**src/rtl/hostadc_pkg.sv**
```systemverilog
package hostadc_pkg;

  typedef enum logic [2:0] {
    ST_IDLE,
    ST_SETUP,
    ST_PULSE,
    ST_WAIT_LO,
    ST_WAIT_HI,
    ST_READ_LO,
    ST_READ_HI,
    ST_DONE
  } seq_state_e;

  typedef struct packed {
    logic cs_n;
    logic rc;
    logic hbe;
  } pin_t;

  // Pin levels driven in each sequencer state
  function automatic pin_t pins_for(seq_state_e s);
    pin_t p;
    case (s)
      ST_IDLE, ST_DONE: p = '{cs_n: 1'b1, rc: 1'b1, hbe: 1'b0};
      ST_PULSE:         p = '{cs_n: 1'b0, rc: 1'b0, hbe: 1'b0};
      ST_READ_HI:       p = '{cs_n: 1'b0, rc: 1'b1, hbe: 1'b1};
      default:          p = '{cs_n: 1'b0, rc: 1'b1, hbe: 1'b0};
    endcase
    return p;
  endfunction

endpackage

```
**src/rtl/hostadc_sync.sv**
```systemverilog
module hostadc_sync #(
  parameter int   STAGES  = 2,
  parameter logic RST_VAL = 1'b1
) (
  input  logic clk,
  input  logic rst,
  input  logic d,
  output logic q
);
  logic [STAGES-1:0] chain;

  generate
    if (STAGES == 1) begin : g_one
      always_ff @(posedge clk) begin
        if (rst) chain <= RST_VAL;
        else     chain <= d;
      end
    end else begin : g_many
      always_ff @(posedge clk) begin
        if (rst) chain <= {STAGES{RST_VAL}};
        else     chain <= {chain[STAGES-2:0], d};
      end
    end
  endgenerate

  assign q = chain[STAGES-1];
endmodule

```
**src/rtl/hostadc_downcnt.sv**
```systemverilog
module hostadc_downcnt #(
  parameter int CW = 8
) (
  input  logic          clk,
  input  logic          rst,
  input  logic          load,
  input  logic [CW-1:0] load_val,
  output logic          zero
);
  logic [CW-1:0] cnt;

  always_ff @(posedge clk) begin
    if (rst)              cnt <= '0;
    else if (load)        cnt <= load_val;
    else if (cnt != '0)   cnt <= cnt - 1'b1;
  end

  assign zero = (cnt == '0);
endmodule

```
**src/rtl/hostadc_ctrl.sv**
```systemverilog
module hostadc_ctrl
  import hostadc_pkg::*;
#(
  parameter int DW           = 12,
  parameter int PULSE_CYC    = 4,
  parameter int SETUP_CYC    = 3,
  parameter int INTERVAL_CYC = 300,
  parameter int TIMEOUT_CYC  = 64,
  parameter int SYNC_STAGES  = 2
) (
  input  logic          clk,
  input  logic          rst,
  input  logic          start_req,
  input  logic          byte_mode,
  input  logic          adc_busy,
  input  logic [DW-1:0] adc_data,
  output logic          adc_cs_n,
  output logic          adc_rc,
  output logic          adc_hbe,
  output logic [DW-1:0] result,
  output logic          result_valid,
  output logic          timeout_err
);
  localparam int LO_W   = 8;
  localparam int HI_W   = DW - LO_W;
  localparam int PH_MAX = (TIMEOUT_CYC > PULSE_CYC)
                          ? ((TIMEOUT_CYC > SETUP_CYC) ? TIMEOUT_CYC : SETUP_CYC)
                          : ((PULSE_CYC > SETUP_CYC) ? PULSE_CYC : SETUP_CYC);
  localparam int PH_W   = $clog2(PH_MAX + 1);
  localparam int IV_W   = $clog2(INTERVAL_CYC + 1);

  seq_state_e       state_q, state_d;
  logic             busy_s;
  logic             pend_q, mode_q, launch;
  logic             ph_load, ph_zero, iv_load, iv_zero, tmo;
  logic [PH_W-1:0]  ph_val;
  logic [LO_W-1:0]  lo_byte_q;
  logic [DW-1:0]    result_q;
  pin_t             pins_q;
  logic             valid_q, err_q;

  hostadc_sync #(.STAGES(SYNC_STAGES), .RST_VAL(1'b1)) u_busy_sync (
    .clk(clk), .rst(rst), .d(adc_busy), .q(busy_s)
  );

  hostadc_downcnt #(.CW(PH_W)) u_phase_tmr (
    .clk(clk), .rst(rst), .load(ph_load), .load_val(ph_val), .zero(ph_zero)
  );

  hostadc_downcnt #(.CW(IV_W)) u_space_tmr (
    .clk(clk), .rst(rst), .load(iv_load),
    .load_val(IV_W'(INTERVAL_CYC - 1)), .zero(iv_zero)
  );

  assign launch = (state_q == ST_IDLE) && pend_q;

  always_comb begin
    state_d = state_q;
    ph_load = 1'b0;
    ph_val  = '0;
    iv_load = 1'b0;
    tmo     = 1'b0;
    case (state_q)
      ST_IDLE: if (pend_q) begin
        state_d = ST_SETUP;
        ph_load = 1'b1;
        ph_val  = PH_W'(SETUP_CYC - 1);
      end
      ST_SETUP: if (ph_zero && iv_zero) begin
        state_d = ST_PULSE;
        ph_load = 1'b1;
        ph_val  = PH_W'(PULSE_CYC - 1);
        iv_load = 1'b1;
      end
      ST_PULSE: if (ph_zero) begin
        state_d = ST_WAIT_LO;
        ph_load = 1'b1;
        ph_val  = PH_W'(TIMEOUT_CYC - 1);
      end
      ST_WAIT_LO: begin
        if (!busy_s) state_d = ST_WAIT_HI;
        else if (ph_zero) begin
          state_d = ST_IDLE;
          tmo     = 1'b1;
        end
      end
      ST_WAIT_HI: if (busy_s) state_d = ST_READ_LO;
      ST_READ_LO: state_d = mode_q ? ST_READ_HI : ST_DONE;
      ST_READ_HI: state_d = ST_DONE;
      default:    state_d = ST_IDLE;
    endcase
  end

  always_ff @(posedge clk) begin
    if (rst) begin
      state_q   <= ST_IDLE;
      pend_q    <= 1'b0;
      mode_q    <= 1'b0;
      lo_byte_q <= '0;
      result_q  <= '0;
      pins_q    <= pins_for(ST_IDLE);
      valid_q   <= 1'b0;
      err_q     <= 1'b0;
    end else begin
      state_q <= state_d;
      pend_q  <= start_req | (pend_q & ~launch);
      if (launch) mode_q <= byte_mode;
      if (state_q == ST_READ_LO) begin
        if (mode_q) lo_byte_q <= adc_data[LO_W-1:0];
        else        result_q  <= adc_data;
      end
      if (state_q == ST_READ_HI)
        result_q <= {adc_data[HI_W-1:0], lo_byte_q};
      pins_q  <= pins_for(state_d);
      valid_q <= (state_d == ST_DONE);
      err_q   <= tmo;
    end
  end

  assign adc_cs_n     = pins_q.cs_n;
  assign adc_rc       = pins_q.rc;
  assign adc_hbe      = pins_q.hbe;
  assign result       = result_q;
  assign result_valid = valid_q;
  assign timeout_err  = err_q;
endmodule

```
**config.mk**
```make
export PLATFORM = sky130hd
export DESIGN_NAME = hostadc_ctrl
export DESIGN_NICKNAME = d
export VERILOG_FILES = /design/src/rtl/hostadc_pkg.sv /design/src/rtl/hostadc_sync.sv /design/src/rtl/hostadc_downcnt.sv /design/src/rtl/hostadc_ctrl.sv
export SDC_FILE = /design/constraint.sdc
export NUM_CORES = 1
export LEC_CHECK = 0
export ABC_AREA = 1
export CAP_MARGIN = 40
export CORE_AREA = 4 4 80 82
export CTS_CLUSTER_DIAMETER = 80
export CTS_CLUSTER_SIZE = 28
export DETAILED_ROUTE_END_ITERATION = 10
export DIE_AREA = 0 0 84 86
export HOLD_SLACK_MARGIN = 0.06
export RECOVER_POWER = 25
export REMOVE_ABC_BUFFERS = 1
export SLEW_MARGIN = 20
export SYNTH_ARGS = -nofsm -noshare
export SYNTH_HDL_FRONTEND = slang
export SYNTH_SLANG_ARGS = --single-unit
```
**constraint.sdc**
```tcl
create_clock -name clk -period 2 [get_ports clk]
set_clock_uncertainty 0.05 [all_clocks]
set_input_delay 0.2 -clock clk [delete_from_list [all_inputs] [get_ports clk]]
set_output_delay 0.2 -clock clk [all_outputs]
set_load 0.1 [all_outputs]
```
# After elaboration in Yosys (flattened, before gate mapping)
# Index checks and enable logic that the tools add are counted.
dict set report totals {
  ff_bits 48
  latch_bits 0
  mem_bits_rw 0
  romBits 0
  inputBits 17
  output_inout_bits 17
  elab_cells 72
  n_memories 0
}
dict set report classes {
  addsub 2
  mul 0
  div 0
  magnitude_cmp 0
  eq_ne 10
  shift 0
  muxes 25
  bitwise_logic 5
  n_reduce_logical 16
}
# cell count
set ops {}
lappend ops {{2-to-1 mux 12 bit} 3}
lappend ops {{case mux 3 bit (7 select lines)} 1}
lappend ops {{2-to-1 mux 3 bit} 6}
lappend ops {{2-to-1 mux 9 bit} 2}
lappend ops {{case mux 6 bit (3 select lines)} 1}
lappend ops {{== test 3 bit, second input constant} 5}
lappend ops {{2-to-1 mux 7 bit} 2}
lappend ops {{== test 3 x 2 -> 1 bit, second input constant} 3}
lappend ops {{logical NOT 9 bit} 1}
lappend ops {{case mux 3 bit (3 select lines)} 1}
lappend ops {{nonzero test 9 bit} 1}
lappend ops {{subtractor 9 x 1 -> 9 bit, second input constant} 1}
lappend ops {{logical NOT 7 bit} 1}
lappend ops {{nonzero test 7 bit} 1}
lappend ops {{subtractor 7 x 1 -> 7 bit, second input constant} 1}
lappend ops {{logical NOT 3 bit} 2}
lappend ops {{2-to-1 mux 6 bit} 1}
lappend ops {{nonzero test 2 bit} 3}
lappend ops {{2-to-1 mux 1 bit} 5}
lappend ops {{2-to-1 mux 2 bit} 2}
lappend ops {{AND reduction 2 bit} 2}
lappend ops {{OR reduction 2 bit} 2}
lappend ops {{== test 3 x 1 -> 1 bit, second input constant} 1}
lappend ops {{NOT 1 bit} 3}
lappend ops {{6 further kinds} 7}

# Longest topological paths before layout
# Gate-level depths: netlist (run 1).
dict set report depth {
  depth_word 7
  ltp_mapped 12
  depth_no_buf 12
}

# Cells and area by module
# Synthesis (run 1) repeated with hierarchy kept, for this count alone.
dict set report unflattened {
  hier_cells 327
  area_unflattened_um2 2527.4
}
# mod instances cells_per_inst area_per_inst_um2 seq_area_each_um2
set modules_own_cells {}
lappend modules_own_cells {hostadc_ctrl 1 166 1361.3 600.6}
lappend modules_own_cells {{hostadc_downcnt (u_space_tmr)} 1 87 576.8 180.2}
lappend modules_own_cells {{hostadc_downcnt (u_phase_tmr)} 1 67 530.5 140.1}
lappend modules_own_cells {hostadc_sync 1 7 58.8 40.0}

# Least setup slack after synthesis (run 1)
# Ideal clock, no wire load.
dict set report synth_path {
  path_type {flip-flop to flip-flop}
  start {register u_phase_tmr.cnt[0]}
  end {register pins_q, in the netlist adc_cs_n}
  setup_ns 0.122
  arrival_time_ns 1.396
  required_time_ns 1.828
  slack_ns 0.432
  stages_incl_launch_ff 12
  n_path_buf 0
  period_less_slack_ns 1.568
  cell_sequence {dfxtp_1 -> inv_1 -> ha_1 -> inv_1 -> nor2_1 -> nand3_2 -> nor2_1 -> nand2_1 -> nand2_1 -> nor2_2 -> nand3_1 -> nand3_1}
}
dict set report synth_via {
  elab_chain_cells 7
  elab_cells_between_ends 13
  cone_classes {eq/ne (3); mux (6); reduce/logical (4)}
}
# element line
set synth_rtl {}
lappend synth_rtl {{start: declaration} hostadc_downcnt.sv:10} ;# logic [CW-1:0] cnt;
lappend synth_rtl {{start signal: assignment} hostadc_downcnt.sv:14} ;# else if (load) cnt <= load_val;
lappend synth_rtl {{start signal: assignment} hostadc_downcnt.sv:15} ;# else if (cnt != '0) cnt <= cnt - 1'b1;
lappend synth_rtl {{logical NOT 7 bit *} hostadc_downcnt.sv:18} ;# assign zero = (cnt == '0);
lappend synth_rtl {{2-to-1 mux 3 bit / logical AND 1 bit (equally long branches)} {hostadc_ctrl.sv:82, hostadc_ctrl.sv:69}}
lappend synth_rtl {{2-to-1 mux 3 bit, on equally long branches} {hostadc_ctrl.sv:81, hostadc_ctrl.sv:69}}
lappend synth_rtl {{case mux 3 bit (7 select lines) *} hostadc_ctrl.sv:63} ;# case (state_q)
lappend synth_rtl {{== test 3 bit / logical NOT 3 bit (equally long branches)} hostadc_pkg.sv:23} ;# case (s)
lappend synth_rtl {{OR reduction 2 bit} hostadc_pkg.sv:23}
lappend synth_rtl {{case mux 3 bit (3 select lines) *} hostadc_pkg.sv:23}
lappend synth_rtl {{end signal: assignment} hostadc_ctrl.sv:101} ;# pins_q <= pins_for(ST_IDLE);
lappend synth_rtl {{end signal: assignment} hostadc_ctrl.sv:114} ;# pins_q <= pins_for(state_d);
lappend synth_rtl {{end: declaration} hostadc_ctrl.sv:39} ;# pin_t pins_q;
# Mark *: on every way between the ends. The rest lies on a longest branch, timed or not.
# A chain may end at the register's enable or synchronous reset.

# Final worst setup path (run 1)
dict set report layout_path {
  start {register u_space_tmr.cnt[0]}
  end {register u_phase_tmr.cnt[4]}
}
dict set report layout_via {
  elab_chain_cells 5
  elab_cells_between_ends 6
  cone_classes {mux (3); reduce/logical (3)}
}
# element line
set layout_rtl {}
lappend layout_rtl {{start: declaration} hostadc_downcnt.sv:10}
lappend layout_rtl {{start signal: assignment} hostadc_downcnt.sv:14}
lappend layout_rtl {{start signal: assignment} hostadc_downcnt.sv:15}
lappend layout_rtl {{logical NOT 9 bit *} hostadc_downcnt.sv:18}
lappend layout_rtl {{logical AND 1 bit *} hostadc_ctrl.sv:69} ;# ST_SETUP: if (ph_zero && iv_zero) begin
lappend layout_rtl {{2-to-1 mux 1 bit *} hostadc_ctrl.sv:69}
lappend layout_rtl {{case mux 1 bit (3 select lines) *} hostadc_ctrl.sv:63}
lappend layout_rtl {{2-to-1 mux 7 bit / nonzero test 2 bit (equally long branches)} n/a}
# Marked as above.

==> metrics.cfg, run 1 <==
[run_status]
outcome = completed

[critical_path]
path_buf_inv = 2
cp_slowest_cell = dfxtp_1
cp.arrival_ps = 1960
startpoint_type = flip-flop
crit_family = simple AND/OR/NAND/NOR gates
critPathMaxFanout = 13
slowest_delay_ps = 320
crit_required_ps = 2180
crit_type = flip-flop to flip-flop
cp-end-kind = flip-flop
crit_chain = inv_1 > ha_1 > inv_1 > nor2_1 > nand2_1 > nor2_4 > nand3_4 > nand2_1 > nor2_1 > nand2_2 > nand2_1 > nor2_1

[detailed_routing]
avgRoutedWirePerCell_um = 12.1
drtIter0Drc = 102
dr_wl_met2_um = 2270
wl_um = 4930
wl_met1_um = 2480
vias_per_cell = 4.84
highest_layer = met4
drc = 0
wl_met3_um = 143
ant_nets = 0
via_count = 1968
drtPass1Iterations = 4

[yosys]
synth_xor_area_share_pct = 1.98
ys_warn_count = 0
synth_top_family_by_area = simple AND/OR/NAND/NOR gates
synth_fa_ha_area_share_pct = 1.69
synth_seq_cells = 48
ys_seq_area_share_pct = 43.4
synthSimpleGateAreaFrac_pct = 29.4
synth_compound_area_share_pct = 15.6
netlist-cell-type-count = 32
synth.avg_cell_area_um2 = 7.51
synthMuxAreaShare_pct = 0
synth_area_um2 = 2220
syn-instance-count = 295

[final_layout]
final_nets = 351
final_cells = 407
syn2layout_area_growth_pct = 20.2
drive_above_1_share_pct = 15.4
diodes = 0
num-fill-cells = 581

[timing]
rsz0062_at_grt = false
worst_pin_slew_ps = 857
setup_ws_ps = 227
hold_viol = 0
fin_crit_sh_pct = 88.7
slew_headroom_pct = 42.9
tns_ps = 0
drv_slew = 0
hold_ws_ps = 365
period_needed_ps = 1770
setup-violations-final = 0
fmax_ghz = 0.564

[floorplan]
die_x_um = 84
die_y_um = 86
dieArea_um2 = 7220
core_um2 = 5750
start_util_pct = 38.6
io_pins = 34
std_cell_rows = 28

[placement]
dp_cells = 397
hpwl_um = 3600
place_ws_ps = 220
port_buffers = 33
gp_congestion = 0.825

[clocking]
cts.path.max_buffers = 2
h-tree-depth = 2
cts_tree = built
insertion_delay_ps = 300
cts_root_buffer = clkbuf_8
clkTransAtPathRegs_ps = 90
clkSinkCount = 48
numCtsBuffers = 5

[pwr]
ir_drop_uv = 580
finalPower_mw = 3.11
power.density_nw_per_um2 = 1170
power.leakage_nw = 1.15

[global_route]
track_usage_pct = 14.7
grt_max_degree = 22
grt-ovfl-total = 0
antenna_found_initial = 0
grt_pass1_wl_um = 8580
grt_pass1_vias = 1849

[worst_hold_path]
min_path_type = flip-flop to flip-flop

[run]
cap_viol_max_count = 0

registers in the layout, indices dropped and copies added (netlist names):
| signal | count |
|---|---|
| timeout_err | 1 |
| u_space_tmr.cnt | 9 |
| lo_byte_q | 8 |
| pend_q | 1 |
| u_phase_tmr.cnt | 7 |
| u_busy_sync.chain | 2 |
| state_q | 3 |
| result_valid | 1 |
| adc_rc | 1 |
| adc_hbe | 1 |
| mode_q | 1 |
| adc_cs_n | 1 |
| result | 12 |
per-stage QoR:
step | utilization, % | instance area, um^2
global route | 46.3 | 2660
finish | 46.3 | 2660
floorplan | - | 2150
CTS | 46.7 | 2680
detailed placement | 44.8 | 2570
global placement | 44.8 | 2570
final cells by class:
cell class / count / area [um^2] / area share, %
Multi-Input combinational cell: 206 / 1080 / 40.6
Timing Repair Buffer: 41 / 312 / 11.7
Tap cell: 75 / 93.8 / 3.52
Clock inverter: 2 / 35.0 / 1.32
Sequential cell: 48 / 961 / 36.1
Clock buffer: 6 / 72.6 / 2.73
Inverter: 29 / 109 / 4.09
cells by family after synthesis:
group                      after synthesis
DFF                                     48
xor gates and xnor gates                 5
AOI/OAI and AO/OA                       61
buffers and inverters                   41
adders and majority gates                3
and+or+nand+nor                        137
worst paths after layout:
check                  startpoint                    to  slack (ps)  depth (start not counted)
max            u_space_tmr.cnt[0]    u_phase_tmr.cnt[4]         230                         12
min          u_busy_sync.chain[0]  u_busy_sync.chain[1]         360                          1
max reg2reg    u_space_tmr.cnt[0]    u_phase_tmr.cnt[4]         230                         12
min reg2reg  u_busy_sync.chain[0]  u_busy_sync.chain[1]         360                          1
layout by cell type, fill, tap and decap left out:
cell	instances
ha_2	1
nand3b_1	2
ha_1	2
nor2_2	3
nor2_4	3
nand3_4	1
dlygate4sd3_1	1
nand3_1	13
o21ai_1	1
nor2_1	44
clkbuf_8	5
nand4_1	9
nand2_4	1
or2_2	3
a211oi_1	8
nor4_1	2
o21ai_0	25
bufinv_16	1
clkdlybuf4s50_1	15
nand2_2	2
nand2_1	49
nor3_2	1
inv_2	2
a21oi_1	19
dfxtp_1	48
a31oi_1	7
xnor2_1	2
xor2_1	3
clkbuf_2	13
nand3_2	2
buf_4	11
inv_1	27
clkinv_2	1
nor3_1	2
clkbuf_1	2
o21ai_4	1
report_power, final:
group | switching, mW | leakage [nW] | internal, mW | total [mW]
clock network | 0.314 | 0.0552 | 0.371 | 0.685
registers | 0.114 | 0.391 | 1.08 | 1.20
logic | 0.754 | 0.702 | 0.477 | 1.23
per-layer routing:
layer  GRT usage [%]  vias up
met3            3.07        4
met1            20.4      880
li1                -     1050
met5               0        -
met4            4.39        0
met2            22.9       34
cells in the mapped netlist, drive strengths merged:
library cell | n | area, um^2
nand2 | 52 | 208
inv | 29 | 109
or2 | 3 | 18.8
dfxtp | 48 | 961
nand3b | 2 | 15.0
clkbuf | 3 | 11.3
a211oi | 8 | 60.1
xor2 | 3 | 26.3
o21ai | 27 | 146
a31oi | 7 | 43.8
xnor2 | 2 | 17.5
ha | 3 | 37.5
nor3 | 3 | 20.0
buf | 9 | 57.6
a21oi | 19 | 95.1
nor2 | 50 | 218
nor4 | 2 | 12.5
nand3 | 16 | 103
nand4 | 9 | 56.3
what timing repair did:
action | 4_1_cts | 5_1_grt
resized for setup | 0 | 1
buffers inserted | 0 | 2
endpoints found under the setup margin | 0 | 3
hold buffers | 0 | 0
No activity file was read; power rests on OpenSTA's default activity.
==> inputs of run 2 (changes only) <==
--- a/config.mk
+++ b/config.mk
@@ -12,7 +12,9 @@
 export CTS_CLUSTER_SIZE = 28
 export DETAILED_ROUTE_END_ITERATION = 10
 export DIE_AREA = 0 0 84 86
+export DONT_BUFFER_PORTS = 1
 export HOLD_SLACK_MARGIN = 0.06
+export PLACE_DENSITY = 0.57
 export RECOVER_POWER = 25
 export REMOVE_ABC_BUFFERS = 1
 export SLEW_MARGIN = 20
==> run 2 against run 1 <==
Against the previous run: setup slack got worse by 69 ps; final cell count rose by 1.2%; via count rose by 1.1%; hold slack got worse by 150 ps; maximum frequency fell by 3.7%; global-route usage rose by 0.24 points; sequential cell count did not move; first-iteration DRC count rose by 36%; critical path type unchanged; critical endpoint is now u_phase_tmr.cnt[2].
==> metrics.cfg, run 2 (same netlist as run 1, synthesis figures left out) <==
[timing]
drv_slew = 0
period_needed_ps = 1840
tns_ps = 0
worst_pin_slew_ps = 751
hold_viol = 0
fmax_ghz = 0.543
slew_headroom_pct = 49.8
fin_crit_sh_pct = 92.1
setup-violations-final = 0

[clocking]
cts_root_buffer = clkbuf_8
h-tree-depth = 2
insertion_delay_ps = 310
cts_tree = built
clkSinkCount = 48
cts.path.max_buffers = 2
clkTransAtPathRegs_ps = 90
numCtsBuffers = 5

[placement]
port_buffers = 0
gp_congestion = 0.808
dp_cells = 380
hpwl_um = 3430

[critical_path]
reg2reg_from = u_space_tmr.cnt[0]
crit_type = flip-flop to flip-flop
cp.arrival_ps = 2030
r2r_slack_ps = 160
crit_family = simple AND/OR/NAND/NOR gates
crit_chain = inv_1 > ha_1 > inv_1 > nor2_1 > nand2_1 > nor2_4 > nand3_4 > nand2_1 > nor2_1 > nand2_2 > nand2_1 > nor2_1
timing.rr.end = u_phase_tmr.cnt[2]
cp_slowest_cell = dfxtp_1
cp-end-kind = flip-flop
r2r_cells = 12
critPathMaxFanout = 9
cp.depth = 12
crit_path_end = u_phase_tmr.cnt[2]
cp-startpoint = u_space_tmr.cnt[0]
crit_required_ps = 2190
startpoint_type = flip-flop
path_buf_inv = 2
slowest_delay_ps = 320

[floorplan]
die_x_um = 84
die_y_um = 86
start_util_pct = 38.6
core_um2 = 5750
io_pins = 34
std_cell_rows = 28
dieArea_um2 = 7220

[pwr]
power.density_nw_per_um2 = 1210
ir_drop_uv = 823
power.leakage_nw = 1.19

[final_layout]
num-fill-cells = 592
syn2layout_area_growth_pct = 23.3
final_cells = 412
final_cell_mix = nand2_1 (49), dfxtp_1 (48), nor2_1 (44)
largest_reg_flops = 12
diodes = 0
final_nets = 356
layout_commonest_cell = nand2_1
drive_above_1_share_pct = 16.9

[global_route]
grt_pass1_vias = 1966
grt_max_degree = 25
antenna_found_initial = 0
grt-ovfl-total = 0
grt_pass1_wl_um = 8910
track_usage_pct = 14.9

[run_status]
outcome = completed

[detailed_routing]
drtPass1Iterations = 4
vias_per_cell = 4.83
wl_um = 5160
drtIter0Drc = 139
ant_nets = 0
avgRoutedWirePerCell_um = 12.5
drc = 0
via_count = 1990

[worst_hold_path]
min_path_type = primary input to flip-flop

[run]
cap_viol_max_count = 0

-- run 2: changes by cell type in the layout (fill, tap and decap cells not counted), moves of 2 or more --
cell	change
clkbuf_1	-2
buf_4	+3
clkbuf_2	+3
dlygate4sd3_1	+15
clkdlybuf4s50_1	-15
-- run 2: how the worst min path moves through the flow --
stage	startpoint	depth (start not counted)	to	slack, ps
2_1_floorplan	rst	1	mode_q	220
3_3_place_gp	rst	1	mode_q	220
3_5_place_dp	rst	1	mode_q	220
4_1_cts	rst	3	adc_cs_n	200
5_1_grt	rst	3	adc_cs_n	220
6_report	rst	3	adc_cs_n	210
-- run 2: final cells by class --
class	instances	area (um^2)	area share (%)
Timing Repair Buffer	46	345	12.6
Inverter	29	109	3.99
Sequential cell	48	961	35.2
Clock inverter	3	68.8	2.52
Clock buffer	5	68.8	2.52
Tap cell	75	93.8	3.44
Multi-Input combinational cell	206	1080	39.7
-- run 2: worst min-delay path, cell delays in order --
cell and delay [ps]:
inv_1 20, buf_4 200, nand3_1 100
-- run 2: through the flow --
step           power (mW)  hold slack (ps)  setup WS (ps)  utilization (%)  cell area, um^2
6_report             3.32              211            158             47.5             2730
5_1_grt              3.56              225          -31.9             47.5             2730
4_1_cts              3.24              204            135             47.1             2700
3_5_place_dp         2.36              224            157             41.9             2410
3_3_place_gp         2.35              223            191             41.9             2410
2_1_floorplan        2.16              219            118                -             2150
-- run 2: repair_timing --
item	in CTS	in global routing
gates resized for setup	0	1
endpoints found under the hold margin	40	0
setup buffers	0	8
hold buffers	16	0
setup endpoints to repair	0	6
-- run 2: per-layer routing --
| layer | wire length [um] | vias up | GRT usage, % |
|---|---|---|---|
| li1 | - | 1053 | - |
| met1 | 2450 | 902 | 19.9 |
| met2 | 2470 | 28 | 23.6 |
| met3 | 183 | 7 | 3.46 |
| met4 | 65 | 0 | 5.41 |
| met5 | 0 | - | 0 |
-- run 2: power by group --
| part | leakage, nW | switching (mW) | internal [mW] |
|---|---|---|---|
| sequential | 0.391 | 0.106 | 1.08 |
| combinational | 0.732 | 0.780 | 0.503 |
| clock | 0.0687 | 0.339 | 0.503 |
